===== src/rtl/dag_pkg.sv =====
package dag_pkg;
    localparam int DIG_W = 4;

    typedef enum logic [1:0] {
        S_IDLE  = 2'd0,
        S_BASE  = 2'd1,
        S_INDEX = 2'd2,
        S_DONE  = 2'd3
    } dag_state_t;
endpackage


===== src/rtl/dag_digit_adder.sv =====
module dag_digit_adder (
    input  logic [3:0] a,
    input  logic [3:0] b,
    input  logic       cin,
    output logic [3:0] sum,
    output logic       cout
);
    logic [4:0] raw;

    always_comb begin
        raw = {1'b0, a} + {1'b0, b} + {4'd0, cin};
        if (raw > 5'd9) begin
            sum  = 4'(raw + 5'd6);
            cout = 1'b1;
        end else begin
            sum  = raw[3:0];
            cout = 1'b0;
        end
    end

    // decimal digits in give a decimal digit out
    always_comb begin
        if (a <= 4'd9 && b <= 4'd9)
            p_digit_sum_r3: assert (sum <= 4'd9);
    end
endmodule


===== src/rtl/dag_range_check.sv =====
module dag_range_check #(
    parameter int ND = 6
) (
    input  logic [4*ND-1:0] digits,
    output logic            bad
);
    logic [ND-1:0] over;

    generate
        for (genvar g = 0; g < ND; g++) begin : g_dig
            assign over[g] = digits[4*g +: 4] > 4'd9;
        end
    endgenerate

    assign bad = |over;
endmodule


===== src/rtl/dec_addr_gen.sv =====
module dec_addr_gen #(
    parameter int NDIG    = 6,
    parameter int MAX_TOP = 2
) (
    input  logic                clk,
    input  logic                rst_n,
    input  logic                start,
    input  logic [4*NDIG-1:0]   field,
    input  logic [4*NDIG-1:0]   base,
    input  logic [4*NDIG:0]     ix1,
    input  logic [4*NDIG:0]     ix2,
    input  logic [4*NDIG:0]     ix3,
    output logic                busy,
    output logic                done,
    output logic [4*NDIG-1:0]   abs_addr,
    output logic [1:0]          fmt,
    output logic                indirect,
    output logic                addr_err
);
    import dag_pkg::*;

    localparam int W  = 4 * NDIG;
    localparam int AW = 4 * (NDIG + 1);
    localparam int OW = 4 * (NDIG - 1);
    localparam int CW = $clog2(NDIG + 1);

    dag_state_t       state;
    logic [CW-1:0]    cnt;
    logic [AW-1:0]    opa, opb, ixop_q;
    logic             carry, neg_q, has_ix, derr_q;
    logic [1:0]       fmt_q;

    // operand decode
    logic [1:0]    sel_c, ctrl_c;
    logic [3:0]    hi_c;
    logic [AW-1:0] fval_c, ixop_c;
    logic [W:0]    ix_c;
    logic          off_bad, base_bad, ix_bad, err_in;

    always_comb begin
        sel_c  = field[W-1:W-2];
        ctrl_c = field[W-3:W-4];
        hi_c   = (ctrl_c == 2'b11) ? 4'd0 : {2'b00, ctrl_c};
        fval_c = {4'd0, hi_c, field[OW-1:0]};
        unique case (sel_c)
            2'b01:   ix_c = ix1;
            2'b10:   ix_c = ix2;
            2'b11:   ix_c = ix3;
            default: ix_c = '0;
        endcase
        for (int i = 0; i < NDIG; i++)
            ixop_c[4*i +: 4] = ix_c[W] ? 4'd9 - ix_c[4*i +: 4] : ix_c[4*i +: 4];
        ixop_c[AW-1:AW-4] = ix_c[W] ? 4'd9 : 4'd0;
    end

    dag_range_check #(.ND(NDIG - 1)) u_chk_off  (.digits(field[OW-1:0]), .bad(off_bad));
    dag_range_check #(.ND(NDIG))     u_chk_base (.digits(base),          .bad(base_bad));
    dag_range_check #(.ND(NDIG))     u_chk_ix   (.digits(ix_c[W-1:0]),   .bad(ix_bad));

    assign err_in = off_bad | base_bad | ((sel_c != 2'b00) & ix_bad);

    // digit-serial decimal adder
    logic [3:0] dsum;
    logic       dcout;

    dag_digit_adder u_add (
        .a(opa[3:0]), .b(opb[3:0]), .cin(carry), .sum(dsum), .cout(dcout)
    );

    // state register and datapath
    always_ff @(posedge clk or negedge rst_n) begin
        if (!rst_n) begin
            state  <= S_IDLE;
            cnt    <= '0;
            opa    <= '0;
            opb    <= '0;
            ixop_q <= '0;
            carry  <= 1'b0;
            neg_q  <= 1'b0;
            has_ix <= 1'b0;
            derr_q <= 1'b0;
            fmt_q  <= 2'b00;
        end else begin
            unique case (state)
                S_IDLE: begin
                    if (start) begin
                        opa    <= fval_c;
                        opb    <= {4'd0, base};
                        ixop_q <= ixop_c;
                        carry  <= 1'b0;
                        cnt    <= '0;
                        fmt_q  <= ctrl_c;
                        has_ix <= sel_c != 2'b00;
                        neg_q  <= (sel_c != 2'b00) & ix_c[W];
                        derr_q <= err_in;
                        state  <= err_in ? S_DONE : S_BASE;
                    end
                end
                S_BASE, S_INDEX: begin
                    opa   <= {dsum, opa[AW-1:4]};
                    opb   <= {4'd0, opb[AW-1:4]};
                    carry <= dcout;
                    cnt   <= cnt + 1'b1;
                    if (cnt == CW'(NDIG)) begin
                        cnt <= '0;
                        if (state == S_BASE && has_ix) begin
                            opb   <= ixop_q;
                            carry <= neg_q;
                            state <= S_INDEX;
                        end else begin
                            state <= S_DONE;
                        end
                    end
                end
                S_DONE: state <= S_IDLE;
                default: state <= S_IDLE;
            endcase
        end
    end

    // outputs
    logic range_bad;

    always_comb begin
        range_bad = (opa[AW-1:AW-4] != 4'd0) || (opa[W-1:W-4] > 4'(MAX_TOP));
        busy      = (state == S_BASE) || (state == S_INDEX);
        done      = (state == S_DONE);
        abs_addr  = opa[W-1:0];
        fmt       = fmt_q;
        indirect  = (fmt_q == 2'b11);
        addr_err  = derr_q | (neg_q & ~carry) | range_bad;
    end

    // assertions
    p_done_pulse_r7: assert property (@(posedge clk) disable iff (!rst_n)
        done |=> !done);
    p_busy_from_start_r7: assert property (@(posedge clk) disable iff (!rst_n)
        $rose(busy) |-> $past(start));
    p_fmt_hold_r8: assert property (@(posedge clk) disable iff (!rst_n)
        busy |=> $stable(fmt));
    p_err_fast_r5: assert property (@(posedge clk) disable iff (!rst_n)
        (state == S_IDLE && start && err_in) |=> (done && addr_err));
    p_cnt_bound_r7: assert property (@(posedge clk) disable iff (!rst_n)
        cnt <= CW'(NDIG));
endmodule


===== config.mk =====
export PLATFORM = sky130hd
export DESIGN_NAME = dec_addr_gen
export DESIGN_NICKNAME = d
export VERILOG_FILES = /design/src/rtl/dag_pkg.sv /design/src/rtl/dag_digit_adder.sv /design/src/rtl/dag_range_check.sv /design/src/rtl/dec_addr_gen.sv
export SDC_FILE = /design/constraint.sdc
export NUM_CORES = 1
export LEC_CHECK = 0
export CAP_MARGIN = 0
export CELL_PAD_IN_SITES_DETAIL_PLACEMENT = 1
export CELL_PAD_IN_SITES_GLOBAL_PLACEMENT = 1
export CORE_MARGIN = 5
export CORE_UTILIZATION = 33
export CTS_BUF_LIST = sky130_fd_sc_hd__clkbuf_4 sky130_fd_sc_hd__clkbuf_8 sky130_fd_sc_hd__clkbuf_16
export CTS_CLUSTER_DIAMETER = 150
export DETAILED_ROUTE_END_ITERATION = 10
export PLACE_DENSITY_LB_ADDON = 0.1
export SETUP_SLACK_MARGIN = 0.2
export SYNTH_ARGS = -nofsm -noshare
export SYNTH_HDL_FRONTEND = slang
export SYNTH_SLANG_ARGS = --single-unit

===== constraint.sdc =====
create_clock -name clk -period 2.5 [get_ports clk]
set_clock_uncertainty 0.05 [all_clocks]
set_input_delay 0.375 -clock clk [delete_from_list [all_inputs] [get_ports clk]]
set_output_delay 0.375 -clock clk [all_outputs]
set_load 0.03 [all_outputs]

==> flow_metrics.env <==
export IMPL_status="finished, violations left"
export IMPL_failed_checks="setup timing"
export IMPL_finalHoldViolations=0
export IMPL_place_gp_congestion=0.792
export IMPL_drc_errors=0
export IMPL_synth_top_area_cell="dfrtp_1"
export IMPL_clkSinkCount=89
export IMPL_clk_pin_slew_worst_paths_ps=60
export IMPL_grt_total_usage_pct=18.0
export IMPL_cts_buffers=9
export IMPL_maxSlewViolCount=0
export IMPL_synth_seq_cells=89
export IMPL_max_slew_margin_rel_pct=54.4
export IMPL_ir_worst_vdd_v=0.000630
export IMPL_die_h_um=140
export IMPL_holdPathEnd="ixop_q[11]$_DFFE_PN0P_"
export IMPL_worstPathRequired_ps=2680
export IMPL_antenna_found_initial=0
export IMPL_utilization_pct=47.4
export IMPL_endpoint_kind="register"
export IMPL_yosysWarnings=0
export IMPL_vias=4935
export IMPL_diodes=0
export IMPL_io_pins=156
export IMPL_finalCriticalPeriod_ps=2760
export IMPL_leakagePower_nw=3.37
export IMPL_synth_edf_count=0
export IMPL_setup_slack_ps=-256
export IMPL_worst_pin_slew_ps=682
export IMPL_start_util_pct=33.5
export IMPL_clk_latency_ps=340
export IMPL_crit_fanout=4
export IMPL_post_drt_wl_per_cell_um=17.7
export IMPL_ant_nets=0
export IMPL_max_freq_mhz=363
export IMPL_drive_gt1_share_pct=13.7
export IMPL_drtIter0Drc=209
export IMPL_cp_start_kind="register"
export IMPL_synth_top_cells_by_area="dfrtp_1, mux2i_1, o21ai_0, nand2_1, buf_4"
export IMPL_grt_max_degree=61
export IMPL_fp_row_count=47
export IMPL_port_buffers=155
export IMPL_die_area_mm2=0.0195
export IMPL_rsz0062_at_grt="yes"
export IMPL_fin_nets=903
export IMPL_wirelength_um=17400
export IMPL_syn_area_per_cell_um2=9.10
export IMPL_setup_tns_final_ps=-850
export IMPL_grt_remaining_overflow=0
export IMPL_die_width_um=140
export IMPL_cts_tree="built"
export IMPL_p_per_area_mw_per_mm2=1330
export IMPL_hold_path_class="register to register"
export IMPL_synthArstFlopShare_pct=100
export IMPL_grt_pass1_wl_um=28600
export IMPL_ff2ff_path_depth=11
export IMPL_preCtsSetupSlack_ps=-236
export IMPL_path_class="register to register"
export IMPL_drtPass1Iterations=4
export IMPL_synthToLayoutAreaGrowth_pct=41.4
export IMPL_syn_instance_count=611
export IMPL_ff2ff_setup_slack_ps=-260
export IMPL_syn_nets=753
export IMPL_core_area_mm2=0.0166
export IMPL_regToRegEndpoint="opa[27]$_DFFE_PN0P_"
export IMPL_fin_total_pwr_mw=10.4
export IMPL_min_from="ixop_q[11]$_DFFE_PN0P_"
export IMPL_ys_types=47
export IMPL_dp_hpwl_um=13600
export IMPL_clockRootBuffer="clkbuf_16"
export IMPL_final_common_cell="clkdlybuf4s50_1"
export IMPL_whs_ps=431
export IMPL_first_global_vias=5501
export IMPL_reg2reg_from="opa[0]$_DFFE_PN0P_"
export IMPL_viasPerCell=5.01
export IMPL_fin_crit_sh_pct=110
export IMPL_yosysSeqAreaShare_pct=40.0
export IMPL_cts_path_max_buffers=2
export IMPL_layout_common_cells="clkdlybuf4s50_1, nand2_1, o21ai_0, dfrtp_1, mux2i_1"
export IMPL_ys_flop_type="dfrtp_1"
export IMPL_yosysTopAreaCellShare_pct=40.0
export IMPL_setup_viol=4
export IMPL_hold_depth=2
export IMPL_crit_arrival_ps=2940
export IMPL_cts_htree_levels=3
export IMPL_max_cap_viol_count=0
export IMPL_synth_cell_area_mm2=0.00556
logic make-up after synthesis:
kind of cell / Yosys count / synth area share [%]
adders and majority gates: 16 / 3.87
buffers and inverters: 76 / 7.87
DFF: 89 / 40.0
AOI/OAI and AO/OA: 182 / 19.7
xor gates and xnor gates: 19 / 2.99
and+or+nand+nor: 154 / 11.4
muxes: 75 / 14.1
layer usage:
layer  routed length, um  part of all wire [%]  up-vias  GRT usage (%)
met5                   0                     0        -              0
met2                8770                    50      127           31.8
li1                    -                     -     2413              -
met4                 204                   1.2        0           5.35
met1                7520                    43     2382           22.5
met3                 909                   5.2       13           2.98
synthesized netlist by cell type, types with 7 or more instances:
cell type,n
a21oi_1,11
mux2i_1,58
buf_4,31
inv_1,10
nor2_1,15
xnor2_1,10
o21ai_1,8
nand2_1,116
nor2b_1,7
a22oi_1,15
clkbuf_1,19
ha_1,14
o21ai_0,106
mux2_2,11
a22o_1,14
dfrtp_1,89
xor2_1,9
buf_1,7
timing repair:
| item | 4_1_cts | 5_1_grt |
|---|---|---|
| setup endpoints to repair | 4 | 25 |
| hold buffers | 1 | 0 |
| resized for setup | 6 | 12 |
| buffers inserted | 4 | 0 |
| endpoints found under the hold margin | 29 | 0 |
| pin swaps | 6 | 5 |
area by class of cell:
cell class	instances	area, um2
clock buffers	12	254
clock inverters	3	65.1
fillers	1908	8720
inverters	10	37.5
multi-input cells	446	3000
flip-flops and latches	89	2230
well taps	220	275
repair buffers	205	2010
flip-flops by register name (all words and copies together), names as in the netlist:
| register | cells |
|---|---|
| neg_q | 1 |
| state | 2 |
| derr_q | 1 |
| fmt | 2 |
| carry | 1 |
| has_ix | 1 |
| opa | 28 |
| ixop_q | 25 |
| opb | 25 |
| cnt | 3 |
through the flow:
| stage | std cells | cell area (um2) |
|---|---|---|
| CTS | 985 | 7810 |
| global route | 985 | 7870 |
| floorplan | 611 | 5570 |
| finish | 985 | 7870 |
| global placement | 965 | 7430 |
| detailed placement | 965 | 7430 |
worst max-delay path by stage:
| stage | end | slack [ps] | cells past startpoint | start |
|---|---|---|---|---|
| after floorplan | opa[27]$_DFFE_PN0P_ | -100 | 10 | opa[0]$_DFFE_PN0P_ |
| after global placement | opa[27]$_DFFE_PN0P_ | -110 | 10 | opa[0]$_DFFE_PN0P_ |
| after detailed placement | opa[27]$_DFFE_PN0P_ | -240 | 10 | opa[0]$_DFFE_PN0P_ |
| after CTS | carry$_DFFE_PN0P_ | -270 | 11 | carry$_DFFE_PN0P_ |
| after global routing | carry$_DFFE_PN0P_ | -350 | 11 | opa[0]$_DFFE_PN0P_ |
| final | opa[27]$_DFFE_PN0P_ | -260 | 11 | opa[0]$_DFFE_PN0P_ |
worst max-delay path: stages, from the launching register on:
cell and delay [ps]:
dfrtp_1 400, fa_2 420, fa_2 560, inv_2 60, ha_4 160, inv_2 70, nor2_2 40, a31oi_1 160
a221o_1 270, buf_4 150, a21oi_2 40, a211o_1 250
where the power goes:
part,switching [mW],internal (mW),total [mW]
clock network,0.565,0.919,1.48
logic,3.49,2.81,6.29
registers,0.482,2.17,2.66
total,4.53,5.90,10.4
No activity file was read; power rests on OpenSTA's default activity.
